### config.mk
export PLATFORM = sky130hd
export DESIGN_NAME = nld_detector
export DESIGN_NICKNAME = d
export VERILOG_FILES = /design/src/rtl/nld_pkg.sv /design/src/rtl/nld_window_ctr.sv /design/src/rtl/nld_accum.sv /design/src/rtl/nld_detector.sv
export SDC_FILE = /design/constraint.sdc
export NUM_CORES = 2
export LEC_CHECK = 0
export ABC_AREA = 1
export BUFFER_PORTS_ARGS = -buffer_cell sky130_fd_sc_hd__buf_4
export CORE_MARGIN = 8
export CORE_UTILIZATION = 50
export DETAILED_ROUTE_END_ITERATION = 12
export PLACE_DENSITY = 0.66
export SYNTH_ARGS = -nofsm -noshare
export SYNTH_HDL_FRONTEND = slang
export SYNTH_HIERARCHICAL = 1
export SYNTH_SLANG_ARGS = --single-unit
### constraint.sdc
create_clock -name clk -period 10.1 [get_ports clk]
set_clock_uncertainty 0.15 [all_clocks]
set_input_delay 0 -clock clk [delete_from_list [all_inputs] [get_ports clk]]
set_output_delay 0 -clock clk [all_outputs]
set_load 0.005 [all_outputs]
### src/rtl/nld_pkg.sv
package nld_pkg;

    localparam int unsigned NLD_DATA_W = 24;
    localparam int unsigned NLD_CNT_W  = 24;

    typedef struct packed {
        logic active;
        logic close;
    } nld_ctl_t;

endpackage

### src/rtl/nld_window_ctr.sv
module nld_window_ctr #(
    parameter int unsigned CNT_W = nld_pkg::NLD_CNT_W
) (
    input  logic             clk,
    input  logic             rst,
    input  logic             active,
    input  logic             stb,
    input  logic [CNT_W-1:0] len,
    output logic             close
);
    logic [CNT_W-1:0] cnt_q;
    logic [CNT_W:0]   cnt_nx;

    assign cnt_nx = {1'b0, cnt_q} + {{CNT_W{1'b0}}, 1'b1};
    assign close  = active && stb && (cnt_nx >= {1'b0, len});

    always_ff @(posedge clk) begin
        if (rst || !active) begin
            cnt_q <= '0;
        end else if (close) begin
            cnt_q <= '0;
        end else if (stb) begin
            cnt_q <= cnt_nx[CNT_W-1:0];
        end
    end

    AST_CNT_EMPTY_WHEN_OFF: assert property (@(posedge clk) disable iff (rst)
        !active |=> (cnt_q == '0));
    AST_CNT_HOLD_NO_STB: assert property (@(posedge clk) disable iff (rst)
        active && !stb |=> $stable(cnt_q));

endmodule

### src/rtl/nld_accum.sv
module nld_accum #(
    parameter int unsigned DATA_W = nld_pkg::NLD_DATA_W,
    parameter int unsigned ACC_W  = 48
) (
    input  logic              clk,
    input  logic              rst,
    input  logic              active,
    input  logic              stb,
    input  logic              close,
    input  logic [DATA_W-1:0] word,
    output logic [ACC_W-1:0]  sum
);
    logic [ACC_W-1:0]  acc_q;
    logic [DATA_W-1:0] mag;

    assign mag = word[DATA_W-1] ? (~word + {{(DATA_W-1){1'b0}}, 1'b1}) : word;
    assign sum = acc_q + {{(ACC_W-DATA_W){1'b0}}, mag};

    always_ff @(posedge clk) begin
        if (rst || !active) begin
            acc_q <= '0;
        end else if (close) begin
            acc_q <= '0;
        end else if (stb) begin
            acc_q <= sum;
        end
    end

    AST_ACC_CLEAR_AT_CLOSE: assert property (@(posedge clk) disable iff (rst)
        close |=> (acc_q == '0));
    AST_NO_OVERFLOW: assert property (@(posedge clk) disable iff (rst)
        active && stb |-> (sum >= acc_q));
    AST_ACC_HOLD_NO_STB: assert property (@(posedge clk) disable iff (rst)
        active && !stb |=> $stable(acc_q));

endmodule

### src/rtl/nld_detector.sv
module nld_detector #(
    parameter int unsigned DATA_W = nld_pkg::NLD_DATA_W,
    parameter int unsigned CNT_W  = nld_pkg::NLD_CNT_W
) (
    input  logic              clk,
    input  logic              rst,
    input  logic              word_stb,
    input  logic [DATA_W-1:0] pwr_word,
    input  logic [CNT_W-1:0]  win_len,
    input  logic [DATA_W-1:0] thr_lvl,
    output logic              idle_flag
);
    import nld_pkg::*;

    localparam int unsigned ACC_W = DATA_W + CNT_W;

    logic [DATA_W-1:0] thr_eff;
    logic [ACC_W-1:0]  limit;
    logic [ACC_W-1:0]  sum;
    nld_ctl_t          ctl;
    logic              flag_q;

    // negative threshold behaves as zero
    assign thr_eff    = thr_lvl[DATA_W-1] ? '0 : thr_lvl;
    assign ctl.active = (win_len != '0) && (thr_eff != '0);
    assign limit      = ACC_W'(thr_eff) * ACC_W'(win_len);

    nld_window_ctr #(.CNT_W(CNT_W)) u_win (
        .clk    (clk),
        .rst    (rst),
        .active (ctl.active),
        .stb    (word_stb),
        .len    (win_len),
        .close  (ctl.close)
    );

    nld_accum #(.DATA_W(DATA_W), .ACC_W(ACC_W)) u_acc (
        .clk    (clk),
        .rst    (rst),
        .active (ctl.active),
        .stb    (word_stb),
        .close  (ctl.close),
        .word   (pwr_word),
        .sum    (sum)
    );

    always_ff @(posedge clk) begin
        if (rst || !ctl.active) begin
            flag_q <= 1'b0;
        end else if (ctl.close) begin
            flag_q <= (sum < limit);
        end
    end

    assign idle_flag = flag_q;

    AST_FLAG_LOW_WHEN_OFF: assert property (@(posedge clk) disable iff (rst)
        !ctl.active |=> !idle_flag);
    AST_FLAG_HOLD_MID_WINDOW: assert property (@(posedge clk) disable iff (rst)
        ctl.active && !ctl.close |=> $stable(idle_flag));
    AST_CLOSE_NEEDS_STB: assert property (@(posedge clk) disable iff (rst)
        ctl.close |-> word_stb);

endmodule

# --- Word level (Yosys, flattened, before mapping) ---
# Index checks and enable logic that the tools add are counted.
classes:
  mul: 1
  n_reduce_logical: 8
  n_lt_le_gt_ge: 2
  bitwise_logic: 1
  muxes: 2
  add_sub_neg: 3
op_table:
  columns: ["operator", "n"]
  rows:
  - ["48-bit by 24-bit adder with 48-bit output", 1]
  - ["48-bit by 47-bit less-than comparator with 1-bit output", 1]
  - ["24-bit nonzero test", 2]
  - ["23-bit by 24-bit multiplier with 47-bit output", 1]
  - ["24-bit by 1-bit adder with 25-bit output, second input constant", 1]
  - ["25-bit by 24-bit greater-or-equal comparator with 1-bit output", 1]
  - ["24-bit by 1-bit adder with 24-bit output, second input constant", 1]
  - ["24-bit 2-to-1 mux", 1]
  - ["24-bit inverter", 1]
  - ["23-bit 2-to-1 mux", 1]
  - ["1-bit logical AND", 3]
  - ["2-bit OR reduction", 1]
  - ["1-bit logical NOT", 1]
  - ["1-bit logical OR", 1]
word_totals:
  reg_bits: 73
  out_inout_bits: 1
  wordCells: 20
  in_bits: 75

# --- Depth between registers and ports, before layout ---
logic_depth:
  ltp_word: 6
  mapped_depth: 43
  depth_no_buf: 41

# --- By module ---
# The synthesis kept the hierarchy.
modules_own_cells:
  columns: ["module", "cells_per_inst", "n_inst", "seq_area_each_um2", "area_each_um2"]
  rows:
  - ["nld_detector", 2532, 1, 20.0, 19618.8]
  - ["nld_accum", 1009, 1, 960.9, 5447.7]
  - ["nld_window_ctr", 388, 1, 480.5, 2388.5]

# --- Worst setup path before layout ---
# OpenSTA, ideal clock, no wires.
synth_timing:
  path_kind: "input to register"
  startpoint: "in thr_lvl[23]"
  endpoint: "reg flag_q (netlist: idle_flag)"
  path_slack_ns: 3.063
  t_arrival_ns: 6.771
  stages: 35
  required_ns: 9.834
  setup_time_ns: 0.116
  n_path_buf: 2
  cell_sequence: "inv_2 buf_2 nand2_1 inv_1 clkbuf_1 nand2_1 fa_1 inv_1 fa_1 inv_1 fa_1 inv_1 fa_1 fa_1 fa_1 inv_1 fa_1 inv_1 ha_1 a21oi_1 o21ai_0 a21oi_1 nor2_1 o21ai_0 nand3_1 nand2_1 nand2_1 ha_1 nand4_1 nor3_1 nand3_1 nor3b_1 nand2_1 nand2_1 a21oi_1"
synth_via:
  elab_chain_cells: 5
  elab_cells_between_ends: 9
  classes_between: "mul: 1; order compare: 1; mux: 1; reduce/logical: 6"
synth_rtl:
  columns: ["item", "line_no", "rtl"]
  rows:
  - ["start, declared", "nld_detector.sv:10", "input logic [DATA_W-1:0] thr_lvl,"]
  - ["23-bit 2-to-1 mux (*)", "nld_detector.sv:24", "assign thr_eff = thr_lvl[DATA_W-1] ? '0 : thr_lvl;"]
  - ["branches (longest 4 deep; another with 48-bit by 47-bit less-than comparator with 1-bit output)", null, null]
  - ["end signal, assigned", "nld_detector.sv:51", "flag_q <= (sum < limit);"]
  - ["end, declared", "nld_detector.sv:21", "logic flag_q;"]
# Every way passes the cells marked *.
# A chain may end at the register's enable or synchronous reset.

# --- Worst setup path after layout ---
# Ends and elaborated chain as after synthesis.

==> key figures <==
Outcome
  – Run status: finished clean

Logic synthesis
  – Post-synth top cells: nand2_1, inv_1, fa_1
  – Synth area leader: fa_1
  – Distinct cells, synth: 51
  – Yosys top cell area share: 33.5%
  – Number of enable flip-flop cells after synthesis: 0
  – #FFs+latches synth: 73
  – Post-synthesis sequential area ratio: under 10%
  – Synthesized cell area: 27500 µm²
  – Post-Syn Instances: 3929
  – Dominant synthesized flop cell: dfxtp_1
  – Ys async rst share: 0%
  – YS warnings: 6
  – Post-Syn Nets: 4739
  – Top post-synthesis cells by area: fa_1, nand2_1, ha_1
  – Syn Area/Cell: 6.99 µm²
  – Most frequent cell after synthesis: nand2_1

Worst setup path
  – Startpoint class of the critical path: primary input
  – Crit path capture: idle_flag
  – CP Data Arrival Time: 8.32 ns
  – Setup CP Type: in -> reg
  – Worst path required time: 10.19 ns
  – Worst reg2reg path depth: 25
  – Crit Reg-Reg Endpoint: u_acc/acc_q[26]
  – Max incr delay on CP: between 0.5 and 0.6 ns
  – Reg2reg setup slack: 5.84 ns
  – Crit. End Element: register
  – FF-to-FF Start: u_win/cnt_q[0]
  – CP startpoint: thr_lvl[23]
  – Max Fanout on Critical Path: 22
  – Cell repeated most along the worst path: nand2_1
  – Crit-path slowest cell: inv_1

Placed design
  – Placed cell count: between 4000 and 5000
  – IO Port Bufs: 75
  – Dpl cell area: ~29000 µm²
  – Routability Congestion: 1.03
  – Dpl hpwl: 72400 µm

STA
  – Final setup fails: 0
  – Least-Margin Pin Slew: 1.01 ns
  – Fmax: 121 MHz
  – Crit path time final: a little over 8 ns
  – Fin crit share: 81.5%
  – Slew HR: 32.6%
  – RSZ-0062 raised after global routing: false
  – Post-route setup TNS: 0 ns
  – Hold Vio Cnt, Final: 0
  – Fin. max-slew vios: 0

Clock network
  – CTS Buf Count: 9
  – CTS tree: yes
  – Hold buffer count at cts: 3
  – Clock Pin Slew Worst Setup and Hold Paths: around 0.06 ns
  – Post-CTS setup buffers: 0
  – # clock sinks: 73
  – Later-pin clock latency in the skew report: 0.35 ns
  – CTS max path bufs: 2
  – H-tree depth: 3
  – Post_cts resized: 0
  – CTS Root Cell: clkbuf_16

GRT
  – All-Layer GR Usage: 28.1%
  – Initial antenna violation count: 1
  – Vias in the first global route: 24854
  – First-pass GRT wire length: 138000 µm
  – GR Overflow Total: 0
  – Largest net degree at the start of global routing: 47

Cells and area
  – Layout cell share with drive strength beyond 1: 5.22%
  – Fin nets: 4730
  – Area Growth Syn to Fin: 5.16%
  – Non-filler cells, final: approximately 4600
  – Design area: 28900 µm²
  – Multi-input gate area: 22100 µm²
  – FILL cells: about 5500
  – Fin util: 52.8%
  – FF+latch area: 1460 µm²

Route
  – Pre-Repair DR Iteration Count: 7
  – Drt drc: 0
  – Drt wl/cell: 18.7 µm
  – DR iter-0 viols: ~1900
  – Via Count: between 20000 and 25000
  – Final antenna-violating net count: 0
  – Via/cell ratio: between 5 and 6
  – Wirelength, routed: about 87000 µm

Worst hold path
  – Hold Crit Class: in -> reg

Run
  – Max cap viols: 0

Floorplanning
  – Core area: 54700 µm²
  – Starting density of the core: 50.2%
  – Row count: 86
  – Die area: 62700 µm²
  – Die H: 250 µm
  – Boundary Pins: 76
  – Die X-Extent: between 200 and 300 µm

Power
  – Leakage power: approximately 16 nW
  – Max VDD drop: 0.000285 V
  – Power Density: 306 nW/µm²
  – Total power: roughly 9 mW
layout make-up:
cell class                      instances  area share [%]
Antenna cell                            1         0.00867
Multi-Input combinational cell       2821            76.4
Timing Repair Buffer                   91            2.39
Sequential cell                        73            5.06
Clock buffer                           12           0.923
Inverter                              924            12.0
Tap cell                              704            3.05
Clock inverter                          4           0.173
per-stage QoR:
stage	hold slack [ns]	worst slack [ns]
after floorplan	0.0130	3.06
after global placement	0.183	1.58
after detailed placement	0.170	1.59
after CTS	0.232	1.90
after global routing	0.308	1.32
final	0.261	1.86
sequential cells by signal, summed over array words and instances (netlist names):
register	count
u_acc/acc_q	48
u_win/cnt_q	24
idle_flag	1
cells by family after synthesis:
| family | synth area share (%) |
|---|---|
| AOI/OAI and AO/OA | 5.21 |
| xor gates and xnor gates | 2.79 |
| adders and majority gates | 46.1 |
| buffers and inverters | 14.4 |
| DFF | 5.32 |
| muxes | 0.146 |
| and+or+nand+nor | 26.1 |
cell usage in the layout (no fill, tap or decap), types with 3 or more instances in the layout:
master           n
nand3_2          8
nor4_1           8
xor2_1          61
xnor2_1         24
nand4_1         35
nand3b_1         7
o211ai_1         5
clkinv_1         8
nand2_4          3
a31oi_1          3
a21oi_1        125
a21o_1           4
o21ai_0         86
nand2_1        976
o21bai_1         7
nor2_1         453
a21oi_2          4
clkbuf_8         3
fa_1           460
dlygate4sd3_1    3
nor2_2          35
nor3_2           8
nand3_1        130
dfxtp_1         73
o21a_1           8
ha_1           275
clkbuf_16        9
and3_1           3
o21ai_1          9
nand2_2         19
buf_4           88
inv_1          902
inv_2           14
mux2i_1          4
and2_1           3
nor3_1          41
worst max-delay path, delay by kind of cell:
kind	cells	cell delay [ns]
compound gates	5	0.87
fa+ha+maj	9	4.42
buf+inv	6	1.19
simple gates	13	1.82
worst min path at each step:
| stage | from | to | slack (ns) | cells past startpoint |
|---|---|---|---|---|
| 6_report | pwr_word[2] | u_acc/acc_q[2] | 0.26 | 6 |
| 3_5_place_dp | rst | idle_flag | 0.17 | 3 |
| 5_1_grt | pwr_word[19] | u_acc/acc_q[19] | 0.31 | 8 |
| 2_1_floorplan | rst | idle_flag | 0.01 | 2 |
| 4_1_cts | pwr_word[2] | u_acc/acc_q[2] | 0.23 | 6 |
| 3_3_place_gp | rst | idle_flag | 0.18 | 3 |
report_power, final:
part / switching, mW / leakage (nW) / total, mW / internal, mW
logic: 5.27 / 15.1 / 8.14 / 2.88
clock network: 0.133 / 0.151 / 0.344 / 0.211
registers: 0.0204 / 0.602 / 0.333 / 0.312
total: 5.42 / 15.8 / 8.82 / 3.40
layer usage:
metal | vias to the layer above | track usage [%] | part of all wire [%]
met1 | 11555 | 36.1 | 41
li1 | 11643 | - | -
met3 | 254 | 4.74 | 7.8
met2 | 1000 | 46.5 | 46
met4 | 0 | 12.0 | 5.3
met5 | - | 0 | 0
Power figures use the tool's default switching activity.
